### config.mk
export PLATFORM = sky130hd
export DESIGN_NAME = irq_vector_ctrl
export DESIGN_NICKNAME = d
export VERILOG_FILES = /design/src/rtl/irq_vec_pkg.sv /design/src/rtl/irq_vec_decode.sv /design/src/rtl/irq_vec_core.sv /design/src/rtl/irq_vector_ctrl.sv
export SDC_FILE = /design/constraint.sdc
export NUM_CORES = 1
export LEC_CHECK = 0
export ABC_AREA = 1
export CORE_MARGIN = 5
export CORE_UTILIZATION = 49
export DETAILED_ROUTE_END_ITERATION = 8
export PLACE_DENSITY = 0.81
export SYNTH_ARGS = -nofsm -noshare
export SYNTH_HDL_FRONTEND = slang
export SYNTH_SLANG_ARGS = --single-unit
### constraint.sdc
create_clock -name clk -period 3.5 [get_ports clk]
set_input_delay 0.7 -clock clk [delete_from_list [all_inputs] [get_ports clk]]
set_output_delay 0.7 -clock clk [all_outputs]
set_load 0.02 [all_outputs]
### src/rtl/irq_vec_pkg.sv
`timescale 1ns/1ps
package irq_vec_pkg;
  localparam int BUS_W = 32;

  typedef enum logic [2:0] {
    SEL_STATUS = 3'd0,
    SEL_PEND   = 3'd1,
    SEL_ENABLE = 3'd2,
    SEL_ACK    = 3'd3,
    SEL_SETEN  = 3'd4,
    SEL_CLREN  = 3'd5,
    SEL_VECTOR = 3'd6,
    SEL_MASTER = 3'd7
  } regSel_e;

  typedef struct packed {
    logic enWr;
    logic enSet;
    logic enClr;
    logic ack;
    logic masterWr;
  } wrStrb_t;
endpackage

### src/rtl/irq_vec_decode.sv
`timescale 1ns/1ps
module irq_vec_decode
  import irq_vec_pkg::*;
(
  input  logic [2:0] busWordAddr,
  input  logic       busWrEn,
  output wrStrb_t    strb,
  output regSel_e    rdSel
);
  always_comb begin
    rdSel = regSel_e'(busWordAddr);
    strb  = '0;
    if (busWrEn) begin
      unique case (rdSel)
        SEL_ENABLE: strb.enWr     = 1'b1;
        SEL_SETEN:  strb.enSet    = 1'b1;
        SEL_CLREN:  strb.enClr    = 1'b1;
        SEL_ACK:    strb.ack      = 1'b1;
        SEL_MASTER: strb.masterWr = 1'b1;
        default:    strb          = '0;
      endcase
    end
  end

  // at most one strobe per write
  always_comb begin
    a_r5_one_strobe: assert ($countones(strb) <= 1)
      else $error("more than one write strobe");
  end
endmodule

### src/rtl/irq_vec_core.sv
`timescale 1ns/1ps
module irq_vec_core
  import irq_vec_pkg::*;
#(
  parameter int          NUM_IN    = 32,
  parameter logic [31:0] KIND_MASK = 32'h0000_0000
) (
  input  logic              clk,
  input  logic              rstN,
  input  logic [NUM_IN-1:0] irqIn,
  input  wrStrb_t           strb,
  input  regSel_e           rdSel,
  input  logic [BUS_W-1:0]  wrData,
  output logic [BUS_W-1:0]  rdData,
  output logic              irqReq
);
  localparam int IDX_W = (NUM_IN > 1) ? $clog2(NUM_IN) : 1;
  localparam logic [NUM_IN-1:0] EDGE_M = KIND_MASK[NUM_IN-1:0];

  logic [NUM_IN-1:0] prevQ, statusQ, enableQ, pendVec;
  logic [NUM_IN-1:0] riseEvt, lvlEvt, setEvt, ackMask, wrBits;
  logic [1:0]        masterQ;
  logic              vecHit;
  logic [IDX_W-1:0]  vecIdx;

  assign wrBits  = wrData[NUM_IN-1:0];
  assign riseEvt = irqIn & ~prevQ & EDGE_M;
  assign lvlEvt  = irqIn & ~EDGE_M;
  assign setEvt  = riseEvt | lvlEvt;
  assign ackMask = strb.ack ? wrBits : '0;
  assign pendVec = statusQ & enableQ;

  always_ff @(posedge clk) begin
    if (!rstN) begin
      prevQ   <= '0;
      statusQ <= '0;
    end else begin
      prevQ   <= irqIn;
      statusQ <= (statusQ & ~ackMask) | setEvt;
    end
  end

  always_ff @(posedge clk) begin
    if (!rstN) begin
      enableQ <= '0;
    end else if (strb.enWr) begin
      enableQ <= wrBits;
    end else if (strb.enSet) begin
      enableQ <= enableQ | wrBits;
    end else if (strb.enClr) begin
      enableQ <= enableQ & ~wrBits;
    end
  end

  always_ff @(posedge clk) begin
    if (!rstN) masterQ <= 2'b00;
    else if (strb.masterWr) masterQ <= wrData[1:0];
  end

  always_comb begin
    vecHit = 1'b0;
    vecIdx = '0;
    for (int i = NUM_IN - 1; i >= 0; i--) begin
      if (pendVec[i]) begin
        vecHit = 1'b1;
        vecIdx = IDX_W'(i);
      end
    end
  end

  assign irqReq = (&masterQ) & (|pendVec);

  always_comb begin
    rdData = '0;
    unique case (rdSel)
      SEL_STATUS: rdData = BUS_W'(statusQ);
      SEL_PEND:   rdData = BUS_W'(pendVec);
      SEL_ENABLE: rdData = BUS_W'(enableQ);
      SEL_VECTOR: rdData = vecHit ? BUS_W'(vecIdx) : '1;
      SEL_MASTER: rdData = BUS_W'(masterQ);
      default:    rdData = '0;
    endcase
  end

  a_r3_set_alias: assert property (@(posedge clk) disable iff (!rstN)
    strb.enSet |=> ((enableQ & $past(wrBits)) == $past(wrBits)))
    else $error("set-enable did not set bits");

  a_r4_clear_alias: assert property (@(posedge clk) disable iff (!rstN)
    strb.enClr |=> ((enableQ & $past(wrBits)) == '0))
    else $error("clear-enable did not clear bits");

  a_r7_level_hold: assert property (@(posedge clk) disable iff (!rstN)
    1'b1 |=> ((statusQ & $past(irqIn & ~EDGE_M)) == $past(irqIn & ~EDGE_M)))
    else $error("high level line lost its status bit");

  a_r12_edge_wins: assert property (@(posedge clk) disable iff (!rstN)
    (strb.ack && (|riseEvt)) |=> ((statusQ & $past(riseEvt)) == $past(riseEvt)))
    else $error("acknowledge overrode a same-cycle edge");

  a_r9_vector_lowest: assert property (@(posedge clk) disable iff (!rstN)
    vecHit |-> (pendVec[vecIdx] &&
               ((pendVec & ((NUM_IN'(1) << vecIdx) - NUM_IN'(1))) == '0)))
    else $error("vector is not the lowest pending line");
endmodule

### src/rtl/irq_vector_ctrl.sv
`timescale 1ns/1ps
module irq_vector_ctrl
  import irq_vec_pkg::*;
#(
  parameter int          NUM_IN    = 32,
  parameter logic [31:0] KIND_MASK = 32'h0000_0000
) (
  input  logic              clk,
  input  logic              rstN,
  input  logic [NUM_IN-1:0] irqIn,
  input  logic [2:0]        busWordAddr,
  input  logic              busWrEn,
  input  logic [31:0]       busWrData,
  output logic [31:0]       busRdData,
  output logic              irqReq
);
  wrStrb_t strb;
  regSel_e rdSel;

  irq_vec_decode u_decode (
    .busWordAddr (busWordAddr),
    .busWrEn     (busWrEn),
    .strb        (strb),
    .rdSel       (rdSel)
  );

  irq_vec_core #(.NUM_IN(NUM_IN), .KIND_MASK(KIND_MASK)) u_core (
    .clk    (clk),
    .rstN   (rstN),
    .irqIn  (irqIn),
    .strb   (strb),
    .rdSel  (rdSel),
    .wrData (busWrData),
    .rdData (busRdData),
    .irqReq (irqReq)
  );
endmodule

# ---- Word level (Yosys, flattened, before mapping)
# Cells that the tools add are included.
dict set report totals {
  out_inout_bits 33
  reg_bits 66
  input_bits 70
  word_cells 98
}
dict set report op_classes {
  eq_ne 7
  muxes 76
  bitwise 8
  reduce_logical 4
}
# op n
set ops {}
lappend ops {{5-bit two-way mux} 33}
lappend ops {{32-bit two-way mux} 5}
lappend ops {{32-bit case mux with 5 select lines} 1}
lappend ops {{32-bit bitwise AND} 3}
lappend ops {{32-bit NOT} 2}
lappend ops {{32-bit OR} 2}
lappend ops {{1-bit two-way mux} 37}
lappend ops {{32-bit OR reduction} 1}
lappend ops {{3-bit == test (second input constant)} 4}
lappend ops {{3-bit by 2-bit == test with 1-bit output (second input constant)} 2}
lappend ops {{3-bit by 1-bit == test with 1-bit output (second input constant)} 1}
lappend ops {{3-bit logical NOT} 1}
lappend ops {{3-bit nonzero test} 1}
lappend ops {{2-bit AND reduction} 1}
lappend ops {{1-bit bitwise AND} 1}

# ---- Logic depth before layout (Yosys ltp)
# Gate-level depths: netlist (run 1).
dict set report depth {
  depth_word 35
  depth_mapped 34
  depth_no_buf 34
}

# ---- Cells and area by module
# From an unflattened synthesis (run 1), not the netlist that was laid out.
dict set report hier_totals {
  cells_unflattened 586
  hier_area_um2 3709.8
}
# mod area_each_um2 seq_area_each_um2 cells_per_inst instances
set by_module_without_submodules {}
lappend by_module_without_submodules {irq_vec_core 3634.7 1321.3 569 1}
lappend by_module_without_submodules {irq_vec_decode 75.1 0.0 17 1}

# ---- Worst setup path before layout (run 1)
# OpenSTA, ideal clock, no wires.
dict set report synth_timing {
  path_type {reg-to-output}
  startpoint {register u_core.statusQ[19]}
  endpoint {output busRdData[10]}
  stages_incl_launch_ff 18
  path_buffers 2
  path_slack_ps 609
  t_arrival_ps 2191
  required_time_ps 2800
  cell_sequence {dfxtp_1 > nand2_2 > nand2_2 > nor2_2 > nand2_1 > nor4b_2 > nand4_1 > a21oi_1 > nand4_1 > a21oi_1 > nand4_1 > a21oi_1 > nand3_1 > nor3b_2 > nand2_1 > buf_6 > buf_6 > nand2_2}
}
dict set report synth_between {
  elab_chain_cells 23
}
# element line_no
set synth_lines {}
lappend synth_lines {{from (decl)} irq_vec_core.sv:20} ;# logic [NUM_IN-1:0] prevQ, statusQ, enableQ, pendVec;
lappend synth_lines {{from (signal assigned)} irq_vec_core.sv:39} ;# statusQ <= (statusQ & ~ackMask) | setEvt;
lappend synth_lines {{32-bit bitwise AND} irq_vec_core.sv:31} ;# assign pendVec = statusQ & enableQ;
lappend synth_lines {{1-bit two-way mux (20 in series)} irq_vec_core.sv:64} ;# if (pendVec[i]) begin
lappend synth_lines {{32-bit two-way mux} irq_vec_core.sv:79} ;# SEL_VECTOR: rdData = vecHit ? BUS_W'(vecIdx) : '1;
lappend synth_lines {{32-bit case mux with 5 select lines} irq_vec_core.sv:75} ;# unique case (rdSel)
lappend synth_lines {{to (decl)} irq_vector_ctrl.sv:14} ;# output logic [31:0] busRdData,
# Every way passes these cells.

==> summary.txt, run 1 <==
Worst setup path
  • CP max stage cell: dfxtp_2
  • Worst setup EP type: output port
  • Crit-path cells: nand2_2, nand2_2, nor2_4, nand2_2, nor4b_2, nand4_1, a21oi_2, nand4_1, a21oi_1, nand4_1, a21oi_2, nand3_1, nor3b_2, nand2_2, buf_12, buf_6, nand2_4, buf_6
  • Worst Path Arrival: ~3 ns
  • Critical path class: reg2out
  • Data required time of the critical path: 2.80 ns
  • CP Buf/Inv Count: 3
  • Max FO, Critical Path: 8
  • Most frequent CP cell: nand2_2
  • CP Launch Type: flip-flop
  • Worst path top cell family by delay: simple AND/OR/NAND/NOR gates
  • Critical path's largest stage delay: between 0.3 and 0.4 ns

Placement
  • Port Buffers: 102
  • Place WS: -0.1548 ns
  • Placed cell count: 797
  • Placement-stage cell area: 0.005318 mm^2
  • DPL Wire Length: between 8 and 9 mm
  • Routability cong.: 0.8990

Floorplanning
  • Initial core utilization: 50.03%
  • Die height: ~98 um
  • Rows: 32
  • I/O pin count: 103
  • Core region area: 0.007647 mm^2
  • Die X-Extent: around 98 um
  • Die area: between 0.009 and 0.01 mm^2

Cells and area
  • Core Util, Final: 77.01%
  • Multi-input gate area: 0.002240 mm^2
  • Layout cells sized above 1: about 25%
  • Register Area: about 0.0013 mm^2
  • ANT cells: 0
  • Fin area: 0.005889 mm^2
  • Fill cell count: roughly 540
  • Non-filler cells, final: 834
  • Area grow syn2layout: 53.92%
  • Nets: 797

Job
  • Max Cap Viol: 0

STA
  • Setup WS post-layout: -0.1348 ns
  • Final Slew Violations: 0
  • Final period util: 103.9%
  • Final hold vios: 0
  • Clk_skew: 0 ns
  • Minimum clock period: 3.635 ns
  • RSZ-0062 raised after global routing: yes
  • Relative slew slack: 53.20%
  • Total negative setup slack: -2.249 ns
  • Fmax: 275.1 MHz
  • Final setup vio count: 29
  • Worst slew pin tran: between 0.7 and 0.8 ns

Global routing
  • Initial antenna violation count: 0
  • Vias in the first global route: ~4600
  • Total GRT Usage: 26.28%
  • Global-route wire length before repair: 21.28 mm
  • GRT Residual Overflow: 0
  • Pin count of the biggest net entering global routing: 37

Status
  • Failing checks: negative setup slack
  • Outcome: finished, violations left

Logic synthesis
  • Post-synthesis sequential area ratio: 34.53%
  • Synth cell types: 27
  • Synth warn: 0
  • Post-synth EDFFs: 0
  • Gate Count Post-Synth: 569
  • Post-Synthesis Cell Area: 0.003826 mm^2
  • Top_reg_cell synth: dfxtp_1
  • Synth Net Count: 639
  • Post-synth ARST share: 0%
  • #FFs+latches synth: between 60 and 70
  • Avg Synthesized Cell Area: 6.724 um^2

Power and ir drop
  • Power Dens Cells: 349.0 mW/mm^2
  • Combinational fraction of design power: 24.4%
  • Internal power: 0.001446 W
  • Clock share of power: 35.6%
  • Pleak: 3.101 nW
  • Switching Share: 29.63%
  • Sw Pwr: 0.0006090 W
  • Seq pwr share: 39.9%
  • Max IR drop VDD: 0.2187 mV

Routing
  • DRT Wirelength: 13.47 mm
  • Vias/cell: 5.645
  • Initial DRC count: 280
  • Vias: 4708
  • Antenna-violating nets left: 0
  • DR DRC count: 0
  • Wire length per cell: 16.15 um
  • 1st-pass router iterations: 5

Clock tree
  • Reg clk slew, reported paths: 0.08 ns
  • Clk Latency, worst-skew pair: around 0.35 ns
  • Clock tree root buffer cell: clkbuf_8
  • Clock Sinks: 66
  • Clock buffer depth: 2
  • CTS Buf Count: 9
  • CTS tree: built
  • H-tree depth: 3
  • Hold_buf cts: 0

Worst hold path
  • Worst min path class: reg2reg
Yosys cell counts, types with 2 or more instances:
cell type	n	area, um^2
nand2_2	16	100.1
nor2_2	2	12.51
nor3_1	4	20.02
o211a_1	30	300.3
a21oi_1	69	345.3
o21ai_0	34	170.2
nand2_1	107	401.6
o22ai_1	2	12.51
nand4_1	6	37.54
a221oi_1	30	262.8
nor2_1	78	292.8
inv_1	77	289.0
buf_6	2	22.52
nand3_1	7	35.03
a32oi_1	2	17.52
dfxtp_1	66	1321
o2111ai_1	2	17.52
clkbuf_1	26	97.59
layout by cell type (no fill, tap or decap), drive strengths merged, types with 2 or more instances in the layout:
cell,count
a21oi,69
nand3,7
buf,105
dfxtp,66
bufinv,2
inv,78
o2111ai,2
o22ai,2
nor3,4
o211a,30
a221oi,30
nand4,6
nand2,123
clkbuf,12
o21ai,34
clkinv,4
a32oi,2
nor2,80
clkdlybuf4s50,70
cells by family (layout without fill, tap and decap cells):
kind of cell / after synthesis / count (layout) / share of synthesized area [%]
and+or+nand+nor: 223 / 223 / 24.40
buffers and inverters: 108 / 271 / 11.02
AOI/OAI and AO/OA: 172 / 172 / 30.05
DFF: 66 / 66 / 34.53
power by group through the flow:
stage / registers, W / clock network [W] / logic (W)
2_1_floorplan: 0.000827 / 0 / 0.000213
3_3_place_gp: 0.000830 / 0 / 0.000437
3_5_place_dp: 0.000834 / 0 / 0.000444
4_1_cts: 0.000817 / 0.000733 / 0.000461
5_1_grt: 0.000825 / 0.000766 / 0.000542
6_report: 0.000821 / 0.000732 / 0.000503
stage by stage:
| step | total power [W] | hold WS, ns |
|---|---|---|
| 3_5_place_dp | 0.001277 | 0.4884 |
| 6_report | 0.002055 | 0.5039 |
| 3_3_place_gp | 0.001267 | 0.4727 |
| 2_1_floorplan | 0.001040 | 0.4504 |
| 5_1_grt | 0.002133 | 0.5174 |
| 4_1_cts | 0.002011 | 0.5022 |
worst reg2reg max path: stages, from the launching register on:
cell	delay [ns]
dfxtp_2	0.33
buf_4	0.12
buf_4	0.12
o211a_1	0.11
a21oi_1	0.11
nor2_1	0.06
routing by layer:
layer	vias to the layer above	track usage [%]	part of all wire [%]
li1	2238	-	-
met1	2194	32.20	39
met2	245	45.45	50
met3	31	4.714	7.8
met4	0	10.40	2.4
met5	-	0	0
path summary, 6_finish.rpt:
kind | startpoint | end | slack, ns | cells past startpoint
worst max-delay path | flip-flop | busRdData[13] | -0.13 | 18
worst min-delay path | u_core.statusQ[15]$_SDFF_PN0_ | u_core.statusQ[15]$_SDFF_PN0_ | 0.50 | 2
worst max register to register | flip-flop | flip-flop | 2.51 | 5
worst min register to register | u_core.statusQ[15]$_SDFF_PN0_ | u_core.statusQ[15]$_SDFF_PN0_ | 0.50 | 2
timing repair:
action	4_1_cts	5_1_grt
buffers inserted	13	8
setup endpoints to repair	31	33
pin swaps	0	5
resized for setup	168	66
cloned	0	1
layout make-up:
class                   instances  share of cell area [%]
multi-input cells             395                   38.03
repair buffers                177                   28.47
flip-flops and latches         66                   22.65
inverters                      78                   4.971
clock buffers                  10                   2.167
well taps                     102                   2.167
clock inverters                 6                   1.551
No activity file was read; power rests on OpenSTA's default activity.
==> run 2: changes to the inputs <==
--- a/config.mk
+++ b/config.mk
@@ -5,11 +5,11 @@
 export SDC_FILE = /design/constraint.sdc
 export NUM_CORES = 1
 export LEC_CHECK = 0
-export ABC_AREA = 1
+export ABC_AREA = 0
 export CORE_MARGIN = 5
 export CORE_UTILIZATION = 49
 export DETAILED_ROUTE_END_ITERATION = 8
-export PLACE_DENSITY = 0.81
+export PLACE_DENSITY = 0.8
 export SYNTH_ARGS = -nofsm -noshare
 export SYNTH_HDL_FRONTEND = slang
 export SYNTH_SLANG_ARGS = --single-unit
==> summary.txt, run 2 <==
STA
  • Final setup vio count: 0 (was 29)
  • Final hold vios: 0 (unchanged)
  • Total negative setup slack: 0 ns (was -2.249 ns)
  • Worst slew pin tran: 1.095 ns (was 0.7021 ns)
  • RSZ-0062 raised after global routing: no (was yes)
  • Worst hold slack: 0.5071 ns (was 0.5039 ns)
  • Minimum clock period: 3.297 ns (was 3.635 ns)
  • Relative slew slack: 27.02% (was 53.20%)
  • Fmax: 303.3 MHz (was 275.1 MHz)
  • Final Slew Violations: 0 (unchanged)
  • Clk_skew: 0 ns (unchanged)
  • Final period util: 94.21% (was 103.9%)

Routing
  • Vias: 4317 (was 4708)
  • Antenna-violating nets left: 0 (unchanged)
  • Initial DRC count: 415 (was 280)
  • 1st-pass router iterations: 5 (unchanged)
  • Wire length per cell: 17.92 um (was 16.15 um)
  • DRT Wirelength: 12.58 mm (was 13.47 mm)
  • DR DRC count: 0 (unchanged)
  • Vias/cell: 6.150 (was 5.645)

Placement
  • Placement-stage cell area: 0.005100 mm^2 (was 0.005318 mm^2)
  • DPL Wire Length: 8.751 mm (was 8.927 mm)
  • Port Buffers: 102 (unchanged)
  • Placed cell count: 686 (was 797)
  • Routability cong.: 0.8899 (was 0.8990)

Worst hold path
  • Worst min path class: reg2reg (unchanged)

Power and ir drop
  • Total Power: 0.001900 W (was 0.002055 W)
  • Switching Share: 29.43% (was 29.63%)
  • Max IR drop VDD: 0.2406 mV (was 0.2187 mV)
  • Power Dens Cells: 359.0 mW/mm^2 (was 349.0 mW/mm^2)
  • Clock share of power: 33.4% (was 35.6%)
  • Internal power: 0.001341 W (was 0.001446 W)
  • Sw Pwr: 0.0005591 W (was 0.0006090 W)
  • Combinational fraction of design power: 22.8% (was 24.4%)
  • Pleak: 2.131 nW (was 3.101 nW)
  • Seq pwr share: 43.9% (was 39.9%)

Floorplanning
  • I/O pin count: 103 (unchanged)
  • Die area: 0.009871 mm^2 (was 0.009676 mm^2)
  • Core region area: 0.007767 mm^2 (was 0.007647 mm^2)
  • Die X-Extent: 99.36 um (was 98.37 um)
  • Initial core utilization: 50.37% (was 50.03%)
  • Die height: 99.36 um (was 98.37 um)
  • Rows: 32 (unchanged)

Worst setup path
  • Critical path class: reg2out (unchanged)
  • Data required time of the critical path: 2.80 ns (about the same)
  • Critical path's largest stage delay: 0.43 ns (was 0.33 ns)
  • Reg2reg setup slack: 2.65 ns (was 2.51 ns)
  • Critical Path Start: u_core.statusQ[13]$_SDFF_PN0_
  • Max FO, Critical Path: 15 (was 8)
  • R2r startpoint: u_core.statusQ[21]$_SDFF_PN0_
  • CP Launch Type: flip-flop (unchanged)
  • Crit Reg-Reg Endpoint: u_core.statusQ[21]$_SDFF_PN0_
  • CP max stage cell: or3_1 (was dfxtp_2)
  • Critical Path Sink: busRdData[5] (was busRdData[13])
  • Worst setup EP type: output port (unchanged)
  • Crit-path cells: a22oi_2, nand3_2, or3_1, nand4b_4, or2_4, o21ai_0, dlygate4sd2_1 (was nand2_2, nand2_2, nor2_4, nand2_2, nor4b_2, nand4_1, a21oi_2, nand4_1, a21oi_1, nand4_1, a21oi_2, nand3_1, nor3b_2, nand2_2, buf_12, buf_6, nand2_4, buf_6)
  • Depth of the most critical reg-to-reg path: 3 (was 5)
  • Worst Path Arrival: 2.60 ns (was 2.93 ns)

Cells and area
  • ANT cells: 0 (unchanged)
  • Multi-input gate area: 0.002316 mm^2 (was 0.002240 mm^2)
  • Fin area: 0.005293 mm^2 (was 0.005889 mm^2)
  • Non-filler cells, final: 702 (was 834)
  • Commonest non-fill, non-tap cell in the layout: clkdlybuf4s50_1 (was nand2_1)
  • Commonest non-fill, non-tap cells in the layout: clkdlybuf4s50_1 (69), dfxtp_1 (66), nand2_1 (59), o21ai_0 (52), a22oi_1 (43) (was nand2_1 (85), nor2_1 (78), inv_1 (77), clkdlybuf4s50_1 (70), a21oi_1 (66))
  • Register Area: 0.001321 mm^2 (was 0.001334 mm^2)
  • Layout cells sized above 1: 11.17% (was 24.86%)
  • Area grow syn2layout: 35.27% (was 53.92%)
  • Nets: 666 (was 797)
  • Fill cell count: 653 (was 535)

Clock tree
  • Clock tree root buffer cell: clkbuf_8 (unchanged)
  • H-tree depth: 3 (unchanged)
  • CTS Buf Count: 9 (unchanged)
  • CTS tree: built (unchanged)
  • Post-CTS Setup Inserts: 0 (was 13)
  • Clock Sinks: 66 (unchanged)
  • Clk Latency, worst-skew pair: 0.35 ns (about the same)
  • Reg clk slew, reported paths: 0.07 ns (was 0.08 ns)
  • Hold_buf cts: 0 (unchanged)
  • Clock buffer depth: 2 (unchanged)

Status
  • Outcome: complete, no violations (was finished, violations left)

Logic synthesis
  • Cell types occupying the most area after synthesis: dfxtp_1 (34%), a22oi_1 (8.3%), a32oi_1 (8.1%) (was dfxtp_1 (35%), nand2_1 (10%), a21oi_1 (9.0%))
  • Post-synth top area share: 33.77% (was 34.53%)
  • #FFs+latches synth: 66 (unchanged)
  • Synth Net Count: 565 (was 639)
  • Top-count cell post-synth: dfxtp_1 (was nand2_1)
  • Post-Synthesis Cell Area: 0.003913 mm^2 (was 0.003826 mm^2)
  • Area leader, netlist: dfxtp_1 (unchanged)
  • Avg Synthesized Cell Area: 7.904 um^2 (was 6.724 um^2)
  • Gate Count Post-Synth: 495 (was 569)
  • Post-synth ARST share: 0% (unchanged)
  • Synth cell types: 43 (was 27)
  • Synth warn: 0 (unchanged)
  • Top cells by count, synth: dfxtp_1 (66), nand2_1 (59), o21ai_0 (52) (was nand2_1 (107), nor2_1 (78), inv_1 (77))
  • Post-synth EDFFs: 0 (unchanged)
  • Top_reg_cell synth: dfxtp_1 (unchanged)
  • Post-synthesis sequential area ratio: 33.77% (was 34.53%)

Global routing
  • Pin count of the biggest net entering global routing: 67 (was 37)
  • Global-route wire length before repair: 20.42 mm (was 21.28 mm)
  • Vias in the first global route: 4074 (was 4639)
  • Total GRT Usage: 25.20% (was 26.28%)
  • Initial antenna violation count: 0 (unchanged)
  • GRT Residual Overflow: 0 (unchanged)

Job
  • Max Cap Viol: 0 (unchanged)
## run 2: cell types whose count changed after synthesis, sizes merged, moves of 5 or more
cell | previous run | this run
o21ai | 34 | 60
clkbuf | 26 | 34
a22oi | 0 | 47
a32oi | 2 | 36
a221oi | 30 | 0
nor2b | 0 | 35
nor2 | 80 | 5
o211a | 30 | 0
inv | 78 | 34
nand2 | 123 | 59
a21oi | 69 | 37
o211ai | 0 | 5
o21a | 0 | 33
## run 2: logic make-up (layout without fill, tap and decap cells)
logic type / count (synthesis) / after routing / share of synthesized area [%]
AOI/OAI and AO/OA: 235 / 235 / 41.73
buffers and inverters: 71 / 175 / 7.611
DFF: 66 / 66 / 33.77
and+or+nand+nor: 123 / 124 / 16.89
## run 2: area by class of cell
class	instances	area share (%)
clock buffer	10	2.600
inverter	34	2.411
timing repair buffer	126	22.81
sequential	66	24.96
tap	102	2.411
multi-input combinational	359	43.76
clock inverter	5	1.040
## run 2: repair_timing
item,CTS,global route
gates resized for setup,25,10
gates cloned,1,0
setup endpoints to repair,30,9
pin swaps,0,0
## run 2: power groups by stage
stage	Combinational, W	Sequential (W)	Clock [W]
6_report	0.000433	0.000834	0.000634
5_1_grt	0.000470	0.000838	0.000674
4_1_cts	0.000432	0.000831	0.000639
3_5_place_dp	0.000443	0.000848	0
3_3_place_gp	0.000438	0.000846	0
2_1_floorplan	0.000236	0.000837	0
## run 2: worst min path at each step
stage | slack, ns | endpoint | cells after the start | startpoint
floorplan | 0.45 | u_core.masterQ[0]$_SDFFE_PN0P_ | 2 | u_core.masterQ[0]$_SDFFE_PN0P_
global placement | 0.49 | u_core.masterQ[1]$_SDFFE_PN0P_ | 2 | u_core.masterQ[1]$_SDFFE_PN0P_
detailed placement | 0.50 | u_core.masterQ[1]$_SDFFE_PN0P_ | 2 | u_core.masterQ[1]$_SDFFE_PN0P_
CTS | 0.51 | u_core.masterQ[1]$_SDFFE_PN0P_ | 2 | u_core.masterQ[1]$_SDFFE_PN0P_
global route | 0.55 | u_core.masterQ[1]$_SDFFE_PN0P_ | 2 | u_core.masterQ[1]$_SDFFE_PN0P_
finish | 0.51 | u_core.masterQ[1]$_SDFFE_PN0P_ | 2 | u_core.masterQ[1]$_SDFFE_PN0P_
## run 2: per-layer routing
layer / GRT usage, % / wire, um / up-vias / part of all wire (%)
met3: 5.330 / 1229 / 21 / 9.8
met2: 40.19 / 5867 / 259 / 47
met5: 0 / 0 / - / 0
met4: 7.773 / 248 / 0 / 2.0
li1: - / - / 2041 / -
met1: 34.16 / 5236 / 1996 / 42
## run 2: worst max-delay path: cells and delay by family, from the launching register on
kind,cells,cell delay [ns]
AND/OR/NAND/NOR,4,1.13
AO/OA/AOI/OAI,2,0.39
buffers and inverters,1,0.37
flip-flops,1,0.36
## run 2: metrics by stage
step                      worst slack (ns)  utilization (%)
after floorplan                     0.8190                -
after global placement            0.003877            65.66
after detailed placement          0.004090            65.66
after CTS                         0.002802            67.82
after global routing                0.1033            68.14
final                               0.2025            68.14
